### config.mk
export PLATFORM = sky130hd
export DESIGN_NAME = class_token_policer
export DESIGN_NICKNAME = d
export VERILOG_FILES = /design/src/rtl/tp_pkg.sv /design/src/rtl/tp_bucket.sv /design/src/rtl/tp_verdict.sv /design/src/rtl/class_token_policer.sv
export SDC_FILE = /design/constraint.sdc
export NUM_CORES = 1
export LEC_CHECK = 0
export CAP_MARGIN = 20
export CORE_MARGIN = 8
export CORE_UTILIZATION = 50
export DETAILED_ROUTE_END_ITERATION = 12
export PLACE_DENSITY = 0.76
export SKIP_LAST_GASP = 1
export SYNTH_ARGS = -nofsm -noshare
export SYNTH_HDL_FRONTEND = slang
export SYNTH_SLANG_ARGS = --single-unit
### constraint.sdc
create_clock -name clk -period 7.8 [get_ports clk]
set_input_delay 0.78 -clock clk [delete_from_list [all_inputs] [get_ports clk]]
set_output_delay 0.78 -clock clk [all_outputs]
set_load 0.02 [all_outputs]
### src/rtl/tp_pkg.sv
package tp_pkg;
  typedef enum logic [1:0] {
    CLR_GREEN  = 2'd0,
    CLR_YELLOW = 2'd1,
    CLR_RED    = 2'd2
  } color_e;

  // byte-mode bucket sizes are programmed in units of 1024 tokens
  localparam int KB_SHIFT = 10;
endpackage

### src/rtl/tp_bucket.sv
// One token bucket, stored as the deficit below full so reset means full.
module tp_bucket #(
  parameter int TOK_W = 26
) (
  input  logic             clk,
  input  logic             rst_n,
  input  logic [TOK_W-1:0] size,
  input  logic [TOK_W-1:0] refill,
  input  logic             charge,
  input  logic [TOK_W-1:0] cost,
  output logic [TOK_W-1:0] level,
  output logic [TOK_W-1:0] overflow
);
  logic [TOK_W-1:0] deficit_q;
  logic [TOK_W-1:0] deficit_d;
  logic [TOK_W-1:0] after_refill;
  logic             deficit_en;

  always_comb begin
    level = (size > deficit_q) ? (size - deficit_q) : '0;
    if (refill > deficit_q) begin
      after_refill = '0;
      overflow     = refill - deficit_q;
    end else begin
      after_refill = deficit_q - refill;
      overflow     = '0;
    end
    deficit_d  = charge ? (after_refill + cost) : after_refill;
    deficit_en = charge | (refill != '0);
  end

  always_ff @(posedge clk or negedge rst_n) begin
    if (!rst_n) begin
      deficit_q <= '0;
    end else if (deficit_en) begin
      deficit_q <= deficit_d;
    end
  end


  charge_fits_chk: assert property (@(posedge clk) disable iff (!rst_n)
    charge |-> (cost <= level));


  refill_no_loss_chk: assert property (@(posedge clk) disable iff (!rst_n)
    (!charge && refill != '0) |=> ((level >= $past(level)) || (size != $past(size))));
endmodule

### src/rtl/tp_verdict.sv
// Combinational color decision and bucket selection for one frame.
module tp_verdict #(
  parameter int LEN_W = 16,
  parameter int TOK_W = 26
) (
  input  logic             enable,
  input  logic             unit_pkt,
  input  logic             aware,
  input  logic [1:0]       default_color,
  input  logic             frame_valid,
  input  logic [LEN_W-1:0] frame_len,
  input  logic [1:0]       frame_color,
  input  logic [TOK_W-1:0] level_c,
  input  logic [TOK_W-1:0] level_e,
  output logic [TOK_W-1:0] cost,
  output logic             charge_c,
  output logic             charge_e,
  output logic [1:0]       color
);
  import tp_pkg::*;

  logic   fit_c;
  logic   fit_e;
  color_e eff_in;
  color_e verdict;

  always_comb begin
    cost   = unit_pkt ? TOK_W'(1) : TOK_W'(frame_len);
    fit_c  = (level_c >= cost);
    fit_e  = (level_e >= cost);
    eff_in = CLR_GREEN;
    if (aware) begin
      case (frame_color)
        2'd0:    eff_in = CLR_GREEN;
        2'd1:    eff_in = CLR_YELLOW;
        default: eff_in = CLR_RED;
      endcase
    end

    charge_c = 1'b0;
    charge_e = 1'b0;
    verdict  = CLR_RED;
    if (!enable) begin
      case (default_color)
        2'd0:    verdict = CLR_GREEN;
        2'd1:    verdict = CLR_YELLOW;
        default: verdict = CLR_RED;
      endcase
    end else begin
      case (eff_in)
        CLR_GREEN: begin
          if (fit_c) begin
            verdict  = CLR_GREEN;
            charge_c = frame_valid;
          end else if (fit_e) begin
            verdict  = CLR_YELLOW;
            charge_e = frame_valid;
          end
        end
        CLR_YELLOW: begin
          if (fit_e) begin
            verdict  = CLR_YELLOW;
            charge_e = frame_valid;
          end
        end
        default: verdict = CLR_RED;
      endcase
    end
    color = verdict;
  end
endmodule

### src/rtl/class_token_policer.sv
module class_token_policer #(
  parameter int LEN_W   = 16,
  parameter int BURST_W = 16,
  parameter int RATE_W  = 24
) (
  input  logic               clk,
  input  logic               rst_n,
  input  logic               cfg_enable,
  input  logic               cfg_unit_pkt,
  input  logic               cfg_aware,
  input  logic [1:0]         cfg_default_color,
  input  logic [RATE_W-1:0]  cfg_rate_inc,
  input  logic [BURST_W-1:0] cfg_commit_size,
  input  logic [BURST_W-1:0] cfg_excess_size,
  input  logic               tick,
  input  logic               in_valid,
  input  logic [LEN_W-1:0]   in_len,
  input  logic [1:0]         in_color,
  output logic               out_valid,
  output logic [1:0]         out_color
);
  import tp_pkg::*;

  localparam int TOK_W = BURST_W + KB_SHIFT;

  logic [TOK_W-1:0] size_c, size_e;
  logic [TOK_W-1:0] refill_c;
  logic [TOK_W-1:0] spill_c, spill_e;
  logic [TOK_W-1:0] level_c, level_e;
  logic [TOK_W-1:0] cost;
  logic             charge_c, charge_e;
  logic [1:0]       color_d;
  logic             valid_d;
  logic [1:0]       color_q;
  logic             valid_q;
  logic             color_en;

  always_comb begin
    if (cfg_unit_pkt) begin
      size_c = TOK_W'(cfg_commit_size);
      size_e = TOK_W'(cfg_excess_size);
    end else begin
      size_c = {cfg_commit_size, {KB_SHIFT{1'b0}}};
      size_e = {cfg_excess_size, {KB_SHIFT{1'b0}}};
    end
    refill_c = tick ? TOK_W'(cfg_rate_inc) : '0;
  end

  tp_verdict #(.LEN_W(LEN_W), .TOK_W(TOK_W)) verdict_i (
    .enable        (cfg_enable),
    .unit_pkt      (cfg_unit_pkt),
    .aware         (cfg_aware),
    .default_color (cfg_default_color),
    .frame_valid   (in_valid),
    .frame_len     (in_len),
    .frame_color   (in_color),
    .level_c       (level_c),
    .level_e       (level_e),
    .cost          (cost),
    .charge_c      (charge_c),
    .charge_e      (charge_e),
    .color         (color_d)
  );

  tp_bucket #(.TOK_W(TOK_W)) commit_i (
    .clk      (clk),
    .rst_n    (rst_n),
    .size     (size_c),
    .refill   (refill_c),
    .charge   (charge_c),
    .cost     (cost),
    .level    (level_c),
    .overflow (spill_c)
  );

  tp_bucket #(.TOK_W(TOK_W)) excess_i (
    .clk      (clk),
    .rst_n    (rst_n),
    .size     (size_e),
    .refill   (spill_c),
    .charge   (charge_e),
    .cost     (cost),
    .level    (level_e),
    .overflow (spill_e)
  );

  always_comb begin
    valid_d  = in_valid;
    color_en = in_valid;
  end

  always_ff @(posedge clk or negedge rst_n) begin
    if (!rst_n) begin
      valid_q <= 1'b0;
    end else begin
      valid_q <= valid_d;
    end
  end

  always_ff @(posedge clk or negedge rst_n) begin
    if (!rst_n) begin
      color_q <= 2'd0;
    end else if (color_en) begin
      color_q <= color_d;
    end
  end

  assign out_valid = valid_q;
  assign out_color = color_q;


  valid_follow_chk: assert property (@(posedge clk) disable iff (!rst_n)
    in_valid |=> out_valid);


  valid_quiet_chk: assert property (@(posedge clk) disable iff (!rst_n)
    !in_valid |=> !out_valid);


  legal_color_chk: assert property (@(posedge clk) disable iff (!rst_n)
    out_valid |-> (out_color != 2'd3));


  aware_yellow_chk: assert property (@(posedge clk) disable iff (!rst_n)
    (in_valid && cfg_enable && cfg_aware && in_color == 2'd1) |=> (out_color != 2'd0));


  aware_red_chk: assert property (@(posedge clk) disable iff (!rst_n)
    (in_valid && cfg_enable && cfg_aware && in_color[1]) |=> (out_color == 2'd2));


  disabled_default_chk: assert property (@(posedge clk) disable iff (!rst_n)
    (in_valid && !cfg_enable && cfg_default_color != 2'd3) |=> (out_color == $past(cfg_default_color)));
endmodule

==> impl_metrics.csv, run 1 <==
group,metric,value,unit
min_path,whs_path_depth,2,
clocking,insertion_delay,330,ps
setup_path,worst_path_most_repeated_cell,"buf_4",
global_route,antenna_found_initial,0,
cells_and_area,final_nets,2400,
power,powerDensity,467,nW/um^2
power,p_int,3500,uW
cells_and_area,fillerInstances,2441,
setup_path,critPathCaptureType,"register",
power,p_switching,4130,uW
cells_and_area,stdcell_count,2460,
placed_design,port_buffers,85,
synthesis,ys.flop_type,"dfrtp_1",
cells_and_area,layout-drive-gt1-share,15.1,%
floorplan,core_area,26600,um^2
route,dr_total_vias,14987,
route,drt-initial-drc-count,1431,
sta,finalCritPeriodShare,94.0,%
placed_design,dp.cells,2450,
placed_design,gp_congestion,0.999,
synthesis,synthesis.nets,2153,
setup_path,cp_slowest_cell,"or4_4",
sta,slew_headroom,17.2,%
synthesis,ys_ff_latch,55,
clocking,numCtsBuffers,5,
route,via_per_inst,6.09,
route,dr.pass1.iters,5,
floorplan,row_count,60,
synthesis,synth_cell_types,84,
route,wire_per_inst,20.0,um
setup_path,critPathLaunchType,"primary input",
setup_path,r2r_end,"excess_i.deficit_q[25]$_DFFE_PN0P_",
cells_and_area,regArea,1380,um^2
synthesis,yosysTopAreaCellShare,18.0,%
power,pwr-share-comb,88.8,%
clocking,cts_max_level,2,
power,pwr-share-seq,7.8,%
setup_path,rr_worst_depth,33,
sta,fmax,0.136,GHz
sta,min_period,7330,ps
power,clock_power_share,3.4,%
min_path,hold_end,"out_color[0]$_DFFE_PN0P_",
sta,worst_pin_slew,1240,ps
setup_path,critPathMaxStageDelay,430,ps
synthesis,netlist_area,13400,um^2
synthesis,synth.area.top_cells,"ha_1 18%, dfrtp_1 10%, a21oi_1 5.7%, xnor2_1 4.9%, o21ai_0 4.6%",
synthesis,synth_area_leader_cell,"ha_1",
sta,setup_violations,0,
power,sw_frac_of_total,54.2,%
setup_path,arrival,7600,ps
route,ant_nets,0,
power,power.leakage,0.00797,uW
cells_and_area,fin_util,61.5,%
setup_path,critPathKind,"primary input to register",
global_route,grt_max_degree,56,
floorplan,initial_core_util,50.3,%
clocking,clockBufferDepth,2,
setup_path,crit_fanout,7,
route,wirelength,49100,um
global_route,track_usage,28.8,%
synthesis,synth_common_cells,"192 x ha_1, 160 x nand2_1, 159 x nor2_1, 152 x a21oi_1, 133 x inv_1",
synthesis,yosysMostFrequentCell,"ha_1",
cells_and_area,syn_to_final_growth,22.1,%
setup_path,regToRegStartpoint,"commit_i.deficit_q[0]$_DFFE_PN0P_",
global_route,grt_pass1_vias,14545,
sta,maxSlewViolCount,0,
synthesis,yosys_warnings,0,
synthesis,async_flop_share,100,%
sta,grt_setup_unrepaired,"false",
floorplan,die_w,180,um
global_route,grt_pass1_wl,76500,um
floorplan,ios,86,
cells_and_area,antennaDiodeCount,0,
job,drv_cap,0,
floorplan,design.die.area,32200,um^2
synthesis,synthesis.instances,1871,
clocking,ctsRootBufferMaster,"clkbuf_16",
run_status,status,"finished clean",
clocking,path_clk_slew,90,ps
power,peakVddDrop,221,uV
clocking,hold_buffers,0,
synthesis,syn_avg_cell_area,7.15,um^2
setup_path,cp_data_required_time,8070,ps
synthesis,ys_seq_area_share,10.3,%
sta,finalHoldViolCount,0,
clocking,clock-sinks,55,
setup_path,reg2reg_setup_slack,1020,ps
placed_design,hpwl,41500,um
cells_and_area,multi_input_area,11300,um^2
global_route,grt-ovfl-total,0,
route,drc,0,
floorplan,fp.dieH,180,um
synthesis,synth_edf_count,0,
clocking,cts_tree,"built",
min_path,min-delay-start,"out_color[0]$_DFFE_PN0P_",
sta,final.setup_skew,16.3,ps
min_path,hp-class,"register to register",
## through the flow
| step | worst slack (ps) | hold WS, ps | total power (uW) | TNS, ps | instance area, um^2 |
|---|---|---|---|---|---|
| global route | 120 | 586 | 8260 | 0 | 16300 |
| CTS | 107 | 541 | 7420 | 0 | 16200 |
| floorplan | 65.3 | 484 | 5030 | 0 | 13400 |
| detailed placement | -217 | 520 | 7120 | -1130 | 16100 |
| global placement | -94.0 | 489 | 6990 | -207 | 16100 |
| finish | 467 | 531 | 7630 | 0 | 16300 |
## power groups by stage
| stage | combinational, uW | sequential, uW | clock [uW] |
|---|---|---|---|
| global placement | 6400 | 594 | 0 |
| CTS | 6570 | 592 | 258 |
| detailed placement | 6530 | 596 | 0 |
| finish | 6780 | 598 | 258 |
| global route | 7380 | 607 | 268 |
| floorplan | 4510 | 521 | 0 |
## kinds of logic (layout without fill, tap and decap cells)
| kind of cell | after synthesis | after routing | share of synthesized area [%] |
|---|---|---|---|
| mux | 52 | 52 | 4.01 |
| other cells | 1 | 1 | 0.0280 |
| simple gates | 666 | 666 | 24.8 |
| xor+xnor | 131 | 131 | 8.58 |
| fa+ha+maj | 199 | 199 | 19.0 |
| buf+inv | 214 | 462 | 6.55 |
| flops | 55 | 55 | 10.3 |
| compound gates | 553 | 553 | 26.8 |
## cells in the final DEF (no fill, tap or decap), drive strengths merged, types with 18 or more instances in the layout
cell / synthesis / layout
clkdlybuf4s50: 0 / 82
nor2: 159 / 159
a21o: 67 / 67
xnor2: 75 / 75
a211oi: 26 / 26
and3: 22 / 22
and2: 33 / 33
nand3: 33 / 33
xor2: 56 / 56
nand4: 46 / 46
o21a: 22 / 22
mux2i: 39 / 39
a21oi: 154 / 154
buf: 28 / 238
o21ai: 140 / 140
nor2b: 40 / 40
nand2: 160 / 160
dfrtp: 55 / 55
o211ai: 18 / 18
nand2b: 40 / 40
inv: 133 / 135
a31oi: 19 / 19
ha: 192 / 192
nor3: 63 / 63
## worst max-delay path by stage
stage | start | end | slack (ps) | depth (start not counted)
6_report | cfg_rate_inc[0] | excess_i.deficit_q[25]$_DFFE_PN0P_ | 470 | 35
5_1_grt | cfg_rate_inc[0] | excess_i.deficit_q[23]$_DFFE_PN0P_ | 120 | 38
4_1_cts | tick | excess_i.deficit_q[25]$_DFFE_PN0P_ | 110 | 35
3_5_place_dp | tick | excess_i.deficit_q[23]$_DFFE_PN0P_ | -220 | 35
3_3_place_gp | tick | excess_i.deficit_q[23]$_DFFE_PN0P_ | -90 | 35
2_1_floorplan | tick | excess_i.deficit_q[25]$_DFFE_PN0P_ | 70 | 37
## final cells by class
class	instances	area share, %
Multi-Input combinational cell	1602	68.9
Timing Repair Buffer	321	16.1
Clock inverter	3	0.169
Sequential cell	55	8.43
Tap cell	341	2.61
Clock buffer	5	0.766
Inverter	133	3.06
## critical path, delay by kind of cell
family                   cells  cell delay (ps)
AO/OA/AOI/OAI               18             3370
XOR/XNOR                     1              170
buffers and inverters        7             1230
adder cells (fa/ha/maj)      4             1200
AND/OR/NAND/NOR              5              830
## flip-flops by register name (all words and copies together), names as in the netlist
| signal | cells |
|---|---|
| commit_i.deficit_q | 26 |
| excess_i.deficit_q | 26 |
| out_color | 2 |
| out_valid | 1 |
## per-layer routing
metal  track usage (%)  vias to the layer above  wire length, um  share of wire [%]
met5                 0                        -                0                  0
met4              13.2                        0             2350                4.8
met3              3.43                      103             3080                6.3
met2              48.7                      551            22700                 46
met1              36.1                     7100            21000                 43
li1                  -                     7233                -                  -
## timing repair
action	4_1_cts	5_1_grt
setup buffers	0	2
endpoints found under the setup margin	0	11
gates resized for setup	0	25
(Power assumes the default switching activity.)
==> inputs of run 2 (changes only) <==
--- a/config.mk
+++ b/config.mk
@@ -9,6 +9,7 @@
 export CORE_MARGIN = 8
 export CORE_UTILIZATION = 50
 export DETAILED_ROUTE_END_ITERATION = 12
+export GPL_ROUTABILITY_DRIVEN = 1
 export PLACE_DENSITY = 0.76
 export SKIP_LAST_GASP = 1
 export SYNTH_ARGS = -nofsm -noshare
==> results of run 2 <==
Final layout, timing and power as in run 1 (identical DEF).
